$ cat config.mk
export PLATFORM = sky130hd
export DESIGN_NAME = boot_remap_decoder
export DESIGN_NICKNAME = d
export VERILOG_FILES = /design/src/rtl/remap_pkg.sv /design/src/rtl/remap_bootsel_latch.sv /design/src/rtl/remap_ctrl_regs.sv /design/src/rtl/remap_addr_decoder.sv /design/src/rtl/boot_remap_decoder.sv
export SDC_FILE = /design/constraint.sdc
export NUM_CORES = 1
export LEC_CHECK = 0
export BUFFER_PORTS_ARGS = -buffer_cell sky130_fd_sc_hd__buf_4
export CAP_MARGIN = 20
export CORE_MARGIN = 4
export CORE_UTILIZATION = 35
export CTS_CLUSTER_DIAMETER = 40
export DETAILED_ROUTE_END_ITERATION = 8
export GPL_ROUTABILITY_DRIVEN = 0
export PLACE_DENSITY = 0.81
export SETUP_SLACK_MARGIN = 0.1
export SLEW_MARGIN = 20
export SYNTH_ARGS = -nofsm -noshare
export SYNTH_HDL_FRONTEND = slang
export SYNTH_SLANG_ARGS = --single-unit
$ cat constraint.sdc
create_clock -name clk -period 1.64 [get_ports clk]
set_input_delay 0.328 -clock clk [delete_from_list [all_inputs] [get_ports clk]]
set_output_delay 0.328 -clock clk [all_outputs]
set_load 0.02 [all_outputs]
$ cat src/rtl/remap_pkg.sv
// Package: shared constants for the boot remap decoder.
// Assumes a 32-bit byte address and four memory targets.
package remap_pkg;
    localparam int ADDR_W  = 32;
    localparam int N_TGT   = 4;
    // Position of each target in the one-hot select vector.
    localparam int T_ROM   = 0;
    localparam int T_CS0   = 1;
    localparam int T_SRAM  = 2;
    localparam int T_PERI  = 3;

    typedef logic [N_TGT-1:0] tgt_vec_t;

    // True when addr lies in the 2**aw byte window that starts at base.
    function automatic logic in_window(input logic [ADDR_W-1:0] addr,
                                       input logic [ADDR_W-1:0] base,
                                       input int aw);
        logic [ADDR_W-1:0] hi_mask;
        hi_mask = ~((32'h1 << aw) - 32'h1);
        return (addr & hi_mask) == (base & hi_mask);
    endfunction

    // The low aw bits of addr: the offset inside an aligned window.
    function automatic logic [ADDR_W-1:0] low_bits(input logic [ADDR_W-1:0] addr,
                                                   input int aw);
        return addr & ((32'h1 << aw) - 32'h1);
    endfunction
endpackage

$ cat src/rtl/remap_bootsel_latch.sv
// Module: remap_bootsel_latch
// Holds the boot-select pin level. The register loads on every clock edge
// while reset is low, and holds once reset has been released.
// Assumes that rst_n is low for at least one clock edge.
module remap_bootsel_latch (
    input  logic clk,
    input  logic rst_n,
    input  logic pin_i,
    output logic boot_rom_o
);
    // Sample the pin only while reset is asserted.
    always_ff @(posedge clk) begin
        if (!rst_n) boot_rom_o <= pin_i;
    end
endmodule

$ cat src/rtl/remap_ctrl_regs.sv
// Module: remap_ctrl_regs
// Holds one remap bit for each master, with a write port, a read-back port
// and a lookup port for the master that is currently accessing the bus.
// An index at or above N_MASTERS is dropped on write and reads as 0.
module remap_ctrl_regs #(
    parameter int N_MASTERS = 4,
    parameter int MIDX_W    = 2
) (
    input  logic              clk,
    input  logic              rst_n,
    input  logic              we_i,
    input  logic [MIDX_W-1:0] widx_i,
    input  logic              wbit_i,
    input  logic [MIDX_W-1:0] ridx_i,
    output logic              rbit_o,
    input  logic [MIDX_W-1:0] acc_idx_i,
    output logic              acc_bit_o,
    output logic [N_MASTERS-1:0] bits_o
);
    logic [N_MASTERS-1:0] remap_q;

    // One flop per master; write enable decoded by index.
    for (genvar m = 0; m < N_MASTERS; m++) begin : g_bit
        always_ff @(posedge clk) begin
            if (!rst_n)
                remap_q[m] <= 1'b0;
            else if (we_i && (int'(widx_i) == m))
                remap_q[m] <= wbit_i;
        end
    end

    // Read-back mux for software.
    always_comb begin
        rbit_o = 1'b0;
        for (int m = 0; m < N_MASTERS; m++)
            if (int'(ridx_i) == m) rbit_o = remap_q[m];
    end

    // Lookup mux for the accessing master.
    always_comb begin
        acc_bit_o = 1'b0;
        for (int m = 0; m < N_MASTERS; m++)
            if (int'(acc_idx_i) == m) acc_bit_o = remap_q[m];
    end

    assign bits_o = remap_q;
endmodule

$ cat src/rtl/remap_addr_decoder.sv
// Module: remap_addr_decoder
// Combinational decode of one access into a one-hot target and an offset.
// The boot window is checked first and redirected. The fixed regions
// follow. A miss raises the error flag.
// Assumes that all windows are aligned to their size and do not overlap,
// and that the boot window is no larger than any boot target.
module remap_addr_decoder
    import remap_pkg::*;
#(
    parameter int              OFS_W     = 28,
    parameter int              BOOT_AW   = 20,
    parameter logic [31:0]     SRAM_BASE = 32'h0030_0000,
    parameter int              SRAM_AW   = 20,
    parameter logic [31:0]     ROM_BASE  = 32'h0040_0000,
    parameter int              ROM_AW    = 20,
    parameter logic [31:0]     CS0_BASE  = 32'h1000_0000,
    parameter int              CS0_AW    = 28,
    parameter logic [31:0]     PERI_BASE = 32'hF000_0000,
    parameter int              PERI_AW   = 28
) (
    input  logic              valid_i,
    input  logic [ADDR_W-1:0] addr_i,
    input  logic              remap_i,
    input  logic              boot_rom_i,
    output tgt_vec_t          sel_o,
    output logic [OFS_W-1:0]  ofs_o,
    output logic              err_o
);
    logic [ADDR_W-1:0] ofs_full;

    // Find the region and the offset, with the boot window checked first.
    always_comb begin
        sel_o    = '0;
        ofs_full = '0;
        err_o    = 1'b0;
        if (valid_i) begin
            if (in_window(addr_i, 32'h0, BOOT_AW)) begin
                ofs_full = low_bits(addr_i, BOOT_AW);
                if (remap_i)         sel_o[T_SRAM] = 1'b1;
                else if (boot_rom_i) sel_o[T_ROM]  = 1'b1;
                else                 sel_o[T_CS0]  = 1'b1;
            end else if (in_window(addr_i, SRAM_BASE, SRAM_AW)) begin
                sel_o[T_SRAM] = 1'b1;
                ofs_full      = low_bits(addr_i, SRAM_AW);
            end else if (in_window(addr_i, ROM_BASE, ROM_AW)) begin
                sel_o[T_ROM] = 1'b1;
                ofs_full     = low_bits(addr_i, ROM_AW);
            end else if (in_window(addr_i, CS0_BASE, CS0_AW)) begin
                sel_o[T_CS0] = 1'b1;
                ofs_full     = low_bits(addr_i, CS0_AW);
            end else if (in_window(addr_i, PERI_BASE, PERI_AW)) begin
                sel_o[T_PERI] = 1'b1;
                ofs_full      = low_bits(addr_i, PERI_AW);
            end else begin
                err_o = 1'b1;
            end
        end
    end

    assign ofs_o = ofs_full[OFS_W-1:0];

    logic unused_hi;
    assign unused_hi = ^ofs_full[ADDR_W-1:OFS_W];
endmodule

$ cat src/rtl/boot_remap_decoder.sv
// Module: boot_remap_decoder (top)
// Decodes bus accesses for several masters. The lowest window goes to the
// ROM or to chip select 0, depending on the pin level captured in reset,
// or to the SRAM when the accessing master's remap bit is set.
// Assumes a synchronous active-low reset that is held for at least one edge.
module boot_remap_decoder
    import remap_pkg::*;
#(
    parameter int N_MASTERS = 4,
    parameter int OFS_W     = 28,
    localparam int MIDX_W   = (N_MASTERS > 1) ? $clog2(N_MASTERS) : 1
) (
    input  logic              clk,
    input  logic              rst_n,
    input  logic              boot_sel_i,
    input  logic              acc_valid_i,
    input  logic [MIDX_W-1:0] acc_master_i,
    input  logic [31:0]       acc_addr_i,
    output logic [3:0]        tgt_sel_o,
    output logic [OFS_W-1:0]  tgt_ofs_o,
    output logic              dec_err_o,
    input  logic              cfg_we_i,
    input  logic [MIDX_W-1:0] cfg_widx_i,
    input  logic              cfg_wbit_i,
    input  logic [MIDX_W-1:0] cfg_ridx_i,
    output logic              cfg_rbit_o
);
    logic                 boot_rom;
    logic                 acc_remap;
    logic [N_MASTERS-1:0] remap_vec;

    remap_bootsel_latch u_boot (
        .clk        (clk),
        .rst_n      (rst_n),
        .pin_i      (boot_sel_i),
        .boot_rom_o (boot_rom)
    );

    remap_ctrl_regs #(.N_MASTERS(N_MASTERS), .MIDX_W(MIDX_W)) u_regs (
        .clk       (clk),
        .rst_n     (rst_n),
        .we_i      (cfg_we_i),
        .widx_i    (cfg_widx_i),
        .wbit_i    (cfg_wbit_i),
        .ridx_i    (cfg_ridx_i),
        .rbit_o    (cfg_rbit_o),
        .acc_idx_i (acc_master_i),
        .acc_bit_o (acc_remap),
        .bits_o    (remap_vec)
    );

    remap_addr_decoder #(.OFS_W(OFS_W)) u_dec (
        .valid_i    (acc_valid_i),
        .addr_i     (acc_addr_i),
        .remap_i    (acc_remap),
        .boot_rom_i (boot_rom),
        .sel_o      (tgt_sel_o),
        .ofs_o      (tgt_ofs_o),
        .err_o      (dec_err_o)
    );
endmodule

==> results of run 1 <==
cell families after synthesis:
| logic type | Yosys count | share of synthesized area, % |
|---|---|---|
| AND/OR/NAND/NOR | 34 | 29.32 |
| flip-flops | 5 | 14.92 |
| multiplexers | 6 | 11.53 |
| buffers and inverters | 7 | 5.932 |
| AO/OA/AOI/OAI | 28 | 38.30 |
through the flow:
stage          worst slack [ns]  instances
3_3_place_gp            -0.1808        190
2_1_floorplan           0.02829         80
3_5_place_dp            -0.2497        190
==> flow_summary_export.csv, run 1 <==
group,metric,value,unit
status,status,"did not finish",
clocking,root_buffer,"clkbuf_4",
floorplanning,start_util,37.25,%
logic_synthesis,netlist_area,738.2,sq um
logic_synthesis,synth-edff-count,1,
clocking,cts_resized,57,
logic_synthesis,yosysUniqueCellTypes,30,
logic_synthesis,yosys_warnings,0,
logic_synthesis,yosysSeqAreaShare,14.92,%
logic_synthesis,ys_seq_elements,5,
logic_synthesis,synth_top_area_share,30.51,%
floorplanning,ios,78,
logic_synthesis,synth-main-ff-cell,"dfxtp_1",
clocking,cts_max_path_buffers,2,
place,dp_hpwl,2543,um
status,haltStage,"clock tree synthesis",
logic_synthesis,synthArstFlopShare,0,%
clocking,cts.htree.levels,1,
place,place_area,0.001658,sq mm
logic_synthesis,avgSynthCellArea,9.228,sq um
logic_synthesis,yosysTopAreaCell,"a21boi_2",
floorplanning,die_w,53.93,um
clocking,hold_buffers,0,
logic_synthesis,synth_common_cells,"20 x a21boi_2, 8 x and3_1, 8 x nor2_1",
clocking,cts_buffers,3,
logic_synthesis,postSynthCellCount,80,
logic_synthesis,synth.most_common_cell,"a21boi_2",
logic_synthesis,synthTopCellsByArea,"a21boi_2 31%, dfxtp_1 11%, and3_1 6.8%",
place,numPortBuffers,77,
logic_synthesis,syn-num-nets,124,
clocking,clkSinkCount,5,
status,first-error,"[ERROR DPL-0033] detailed placement checks failed during check placement.",
clocking,post_cts_buffers,5,
floorplanning,row_count,16,
floorplanning,die_height,53.93,um
==> run 2: changes to the inputs <==
--- a/config.mk
+++ b/config.mk
@@ -7,13 +7,11 @@
 export LEC_CHECK = 0
 export BUFFER_PORTS_ARGS = -buffer_cell sky130_fd_sc_hd__buf_4
 export CAP_MARGIN = 20
-export CORE_MARGIN = 4
-export CORE_UTILIZATION = 35
-export CTS_CLUSTER_DIAMETER = 40
+export CORE_AREA = 4 4 65 67
 export DETAILED_ROUTE_END_ITERATION = 8
+export DIE_AREA = 0 0 69 71
 export GPL_ROUTABILITY_DRIVEN = 0
-export PLACE_DENSITY = 0.81
-export SETUP_SLACK_MARGIN = 0.1
+export PLACE_DENSITY_LB_ADDON = 0.15
 export SLEW_MARGIN = 20
 export SYNTH_ARGS = -nofsm -noshare
 export SYNTH_HDL_FRONTEND = slang
==> run 2 against run 1 <==
  * The flow now finishes, with violations (negative setup slack)
  * Synthesized cell count unchanged
  * Area after synthesis unchanged
==> flow_summary_export.csv, run 2 <==
group,metric,value,unit
floorplanning,die_height,71,um
power,p_leak,0.8912,nW
global_route,grt.overflow.total,0,
clocking,cts.clk_slew.worst_paths,0.03,ns
finish,fill_cells,334,
global_route,grt_start_max_net_pins,21,
sta,finalHoldViolCount,0,
place,dp_hpwl,2393,um
logic_synthesis,netlist_area,738.2,sq um
finish,diodes,0,
sta,max_freq,541.4,MHz
clocking,cts_buffers,3,
place,numPortBuffers,77,
sta,slew_violations,0,
logic_synthesis,synth-edff-count,1,
logic_synthesis,ys_seq_elements,5,
logic_synthesis,yosysSeqAreaShare,14.92,%
sta,period_needed,1.847,ns
route,drc,0,
floorplanning,row_count,22,
critical_path,cp-end-kind,"output port",
job,cap_violations,0,
clocking,clkSinkCount,5,
finish,largest_reg_flops,4,
route,ant_nets,0,
floorplanning,ios,78,
finish,drive_gt1_share,82.39,%
sta,tightest_slew,0.2900,ns
place,place_area,0.001635,sq mm
floorplanning,die_w,69,um
route,drt_first_iter_violations,35,
logic_synthesis,synthArstFlopShare,0,%
clocking,hold_buffers,0,
sta,post-route-period-util,112.6,%
sta,setup_slack,-0.2069,ns
sta,skew,0,ns
finish,fin_area,0.001923,sq mm
clocking,clk_latency,0.21,ns
critical_path,rrSetupSlack,0.91,ns
logic_synthesis,yosysUniqueCellTypes,30,
logic_synthesis,yosysTopAreaCell,"a21boi_2",
global_route,antenna_found_initial,0,
global_route,grt_pass1_wl,5106,um
route,wl_per_cell,13.50,um
sta,finalSetupViolCount,24,
power,powerDensity,337.6,mW/mm^2
critical_path,crit_arrival,1.52,ns
finish,layout.nets,221,
route,avgViaCountPerCell,4.375,
critical_path,path_max_fanout,20,
power,ir_drop,306.0,uV
place,pre_cts_slack,-0.2145,ns
logic_synthesis,syn-num-nets,124,
logic_synthesis,avgSynthCellArea,9.228,sq um
logic_synthesis,synth_common_cells,"20 x a21boi_2, 8 x and3_1, 8 x nor2_1",
critical_path,required,1.31,ns
floorplanning,start_util,20.32,%
sta,rsz0062_at_grt,"true",
logic_synthesis,yosys_warnings,0,
critical_path,start_kind,"primary input",
status,status,"finished, violations left",
floorplanning,die_area,0.004899,sq mm
finish,final_common_cell,"buf_4",
clocking,cts_tree,"built",
min_path,min_path_type,"primary input to register",
sta,max_slew_margin,80.60,%
clocking,root_buffer,"clkbuf_8",
logic_synthesis,postSynthCellCount,80,
clocking,cts_max_path_buffers,2,
sta,hold_ws,0.2931,ns
route,wirelength,3025,um
route,vias,980,
status,violations,"negative setup slack",
global_route,grt_pass1_vias,1121,
logic_synthesis,synth.most_common_cell,"a21boi_2",
finish,layout_common_cells,"59 x buf_4, 35 x buf_6, 12 x a21boi_4",
logic_synthesis,synth_top_area_share,30.51,%
route,first_pass_iters,3,
critical_path,critPathKind,"primary input to output port",
floorplanning,core_area,0.003633,sq mm
clocking,cts.htree.levels,1,
finish,syn2layout_area_growth,160.5,%
logic_synthesis,synthTopCellsByArea,"a21boi_2 31%, dfxtp_1 11%, and3_1 6.8%",
global_route,grt_usage,12.43,%
logic_synthesis,synth-main-ff-cell,"dfxtp_1",
-- run 2: logic make-up (layout without fill, tap and decap cells) --
kind of cell	count (synthesis)	count (layout)	share of synthesized area [%]
mux	6	6	11.53
compound gates	28	28	38.30
simple gates	34	34	29.32
buf+inv	7	103	5.932
flops	5	5	14.92
-- run 2: path summary, 6_finish.rpt --
| path | start | endpoint | cells past startpoint |
|---|---|---|---|
| setup / recovery | acc_addr_i[29] | tgt_ofs_o[9] | 7 |
| setup reg to reg | u_regs.bits_o[3] | u_regs.bits_o[3] | 3 |
| hold / removal | boot_sel_i | u_boot.boot_rom_o | 1 |
| hold reg to reg | u_regs.bits_o[2] | u_regs.bits_o[2] | 2 |
-- run 2: final cells by class --
| type | count | area [sq um] | area share (%) |
|---|---|---|---|
| Tap cell | 48 | 60.06 | 3.123 |
| Inverter | 2 | 7.507 | 0.3904 |
| Sequential cell | 5 | 112.6 | 5.856 |
| Timing Repair Buffer | 97 | 892.1 | 46.39 |
| Clock buffer | 4 | 45.04 | 2.342 |
| Multi-Input combinational cell | 68 | 805.8 | 41.90 |
-- run 2: critical path: stages --
cell and delay (ns):
buf_8 0.10, nor4b_4 0.25, buf_4 0.18, o2111ai_4 0.11, buf_12 0.22, a21boi_2 0.19
buf_6 0.14
-- run 2: timing repair --
action                                  in CTS  in global routing
setup buffers                                1                  0
endpoints found under the setup margin      32                 33
pin swaps                                   13                  6
gates resized for setup                     46                 12
hold endpoints to repair                     0                  0
-- run 2: per-layer routing --
metal | up-vias | part of all wire, % | track usage, %
met1 | 440 | 37 | 13.13
met4 | 0 | 1.6 | 4.772
met3 | 4 | 6.2 | 2.415
met2 | 41 | 55 | 24.05
met5 | - | 0 | 0
li1 | 495 | - | -
-- run 2: stage by stage --
stage                     power (mW)  cells  utilization (%)  TNS [ns]
after detailed placement      0.3920    219            45.01    -5.561
after global routing          0.6927    224            52.93    -5.624
after floorplan               0.2338     80                -   -0.3320
after CTS                     0.6466    224            51.34    -4.180
after global placement        0.3890    219            45.01    -5.690
final                         0.6493    224            52.93    -4.098
-- run 2: report_power, final --
group	total [mW]	internal, mW	switching [mW]
Clock	0.220	0.166	0.0535
Combinational	0.292	0.179	0.114
Sequential	0.137	0.132	0.00464
Total	0.649	0.477	0.172
Note: power is estimated with default switching activity, not from simulation.
==> run 3: changes to the inputs <==
--- a/config.mk
+++ b/config.mk
@@ -12,6 +12,7 @@
 export DIE_AREA = 0 0 69 71
 export GPL_ROUTABILITY_DRIVEN = 0
 export PLACE_DENSITY_LB_ADDON = 0.15
+export RECOVER_POWER = 50
 export SLEW_MARGIN = 20
 export SYNTH_ARGS = -nofsm -noshare
 export SYNTH_HDL_FRONTEND = slang
==> run 3 against run 2 <==
  * The run still ends with negative setup slack left
  * Largest power group unchanged
  * Clock skew unchanged
  * Die area did not move
  * Sequential power about the same
  * Routed wire length barely moved
  * Clock-buffer cell count stayed put
  * Global-route usage unchanged
  * First-iteration DRC count did not move
  * Critical path type unchanged
  * Core utilization fell by 0.10 points
  * Combinational power about the same
  * Sequential cell count is the same
==> flow_summary_export.csv, run 3 (synthesized netlist as in run 2, its figures left out) <==
group,metric,value,unit
status,status,"finished, violations left",
status,violations,"negative setup slack",
sta,tightest_slew,0.2900,ns
place,place_area,0.001635,sq mm
sta,post-route-period-util,112.6,%
critical_path,worstPathCellList,"buf_8 > nor4b_4 > buf_4 > o2111ai_4 > buf_12 > a21boi_2 > buf_6",
power,p_leak,0.8872,nW
critical_path,start_kind,"primary input",
finish,layout_common_cells,"56 x buf_4, 35 x buf_6, 12 x a21boi_4",
clocking,cts.htree.levels,1,
finish,final_common_cell,"buf_4",
clocking,hold_buffers,0,
critical_path,critPathKind,"primary input to output port",
finish,fin_area,0.001919,sq mm
floorplanning,die_w,69,um
critical_path,cp_top_family,"buffers and inverters",
place,placed_cells,219,
finish,fill_cells,334,
critical_path,path_max_fanout,20,
sta,finalHoldViolCount,0,
global_route,grt_pass1_vias,1121,
critical_path,rrSetupSlack,0.91,ns
clocking,clk_latency,0.21,ns
floorplanning,die_area,0.004899,sq mm
finish,layout.nets,221,
critical_path,required,1.31,ns
route,drc,0,
finish,utilization,52.82,%
critical_path,worstReg2RegStart,"u_regs.bits_o[3]",
sta,period_needed,1.847,ns
critical_path,timing.rr.end,"u_regs.bits_o[3]",
place,numPortBuffers,77,
finish,diodes,0,
power,powerDensity,337.6,mW/mm^2
route,first_pass_iters,3,
route,ant_nets,0,
route,avgViaCountPerCell,4.379,
critical_path,crit_arrival,1.52,ns
clocking,cts_max_path_buffers,2,
route,drt_first_iter_violations,35,
finish,largest_reg_flops,4,
sta,max_freq,541.4,MHz
min_path,min_path_type,"primary input to register",
finish,syn2layout_area_growth,160.0,%
floorplanning,row_count,22,
sta,finalSetupViolCount,24,
min_path,whs_path_depth,1,
critical_path,cp-end-kind,"output port",
sta,slew_violations,0,
finish,layout.cells.non_filler,224,
finish,drive_gt1_share,81.82,%
global_route,antenna_found_initial,0,
route,vias,981,
global_route,grt_start_max_net_pins,21,
floorplanning,die_height,71,um
sta,totalNegativeSetupSlack,-4.098,ns
sta,skew,0,ns
critical_path,r2r_cells,3,
critical_path,worst_path_largest_cell_delay,0.25,ns
floorplanning,ios,78,
sta,setup_slack,-0.2069,ns
sta,rsz0062_at_grt,"true",
critical_path,crit_slowest_cell,"nor4b_4",
sta,hold_ws,0.3170,ns
power,ir_drop,305.9,uV
job,cap_violations,0,
finish,regArea,112.6,sq um
clocking,cts_tree,"built",
min_path,hold_path_end,"u_boot.boot_rom_o",
global_route,grt_usage,12.43,%
clocking,cts.clk_slew.worst_paths,0.03,ns
floorplanning,core_area,0.003633,sq mm
floorplanning,start_util,20.32,%
place,dp_hpwl,2393,um
critical_path,crit_buf_inv,4,
global_route,grt_pass1_wl,5106,um
clocking,cts_buffers,3,
route,wl_per_cell,13.50,um
finish,multiInputGateArea,805.8,sq um
global_route,grt.overflow.total,0,
clocking,clkSinkCount,5,
clocking,root_buffer,"clkbuf_8",
sta,max_slew_margin,80.60,%
min_path,hold_path_startpoint,"boot_sel_i",
route,wirelength,3023,um
run 3: cell count changes in the layout (fill, tap and decap cells not counted):
cell / previous run / this run
buf_4: 59 / 56
clkbuf_4: 0 / 2
clkbuf_1: 1 / 2
run 3: worst max-delay path by stage:
stage,startpoint,endpoint,cells after the start
floorplan,acc_addr_i[27],tgt_sel_o[2],3
global placement,acc_addr_i[29],tgt_ofs_o[14],7
detailed placement,acc_addr_i[29],tgt_ofs_o[14],7
CTS,acc_addr_i[29],tgt_ofs_o[16],7
global route,acc_addr_i[29],tgt_ofs_o[9],7
finish,acc_addr_i[29],tgt_ofs_o[9],7
run 3: layout make-up:
cell class                 count  share of cell area [%]
timing repair buffer          97                   46.28
clock buffer                   4                   2.347
multi-input combinational     68                   41.98
inverter                       2                  0.3911
sequential                     5                   5.867
tap                           48                   3.129
run 3: per-stage QoR:
step	setup WS, ns	total power [mW]
after detailed placement	-0.2145	0.3920
after global routing	-0.2556	0.6915
final	-0.2069	0.6480
after floorplan	-0.03941	0.2338
after CTS	-0.2008	0.6466
after global placement	-0.2182	0.3890
run 3: routing by layer:
layer	vias up	wire length, um	GRT usage, %
met4	0	49	4.772
li1	495	-	-
met5	-	0	0
met2	41	1662	24.05
met1	441	1126	13.13
met3	4	184	2.415
run 3: report_power, final:
part,leakage (nW),internal (mW),switching (mW),total [mW]
registers,0.0432,0.132,0.00464,0.137
logic,0.821,0.178,0.114,0.291
clock network,0.0228,0.166,0.0535,0.220
total,0.887,0.476,0.172,0.648
run 3: what timing repair did:
action	4_1_cts	5_1_grt
endpoints found under the setup margin	32	33
resized for setup	46	12
cloned	0	0
pin swaps	13	6
buffers inserted	1	0
run 3: worst register-to-register path, cell delays in order (launching register included):
cell     delay [ns]
dfxtp_2        0.31
buf_4          0.12
mux2i_1        0.13
nor2_1         0.05
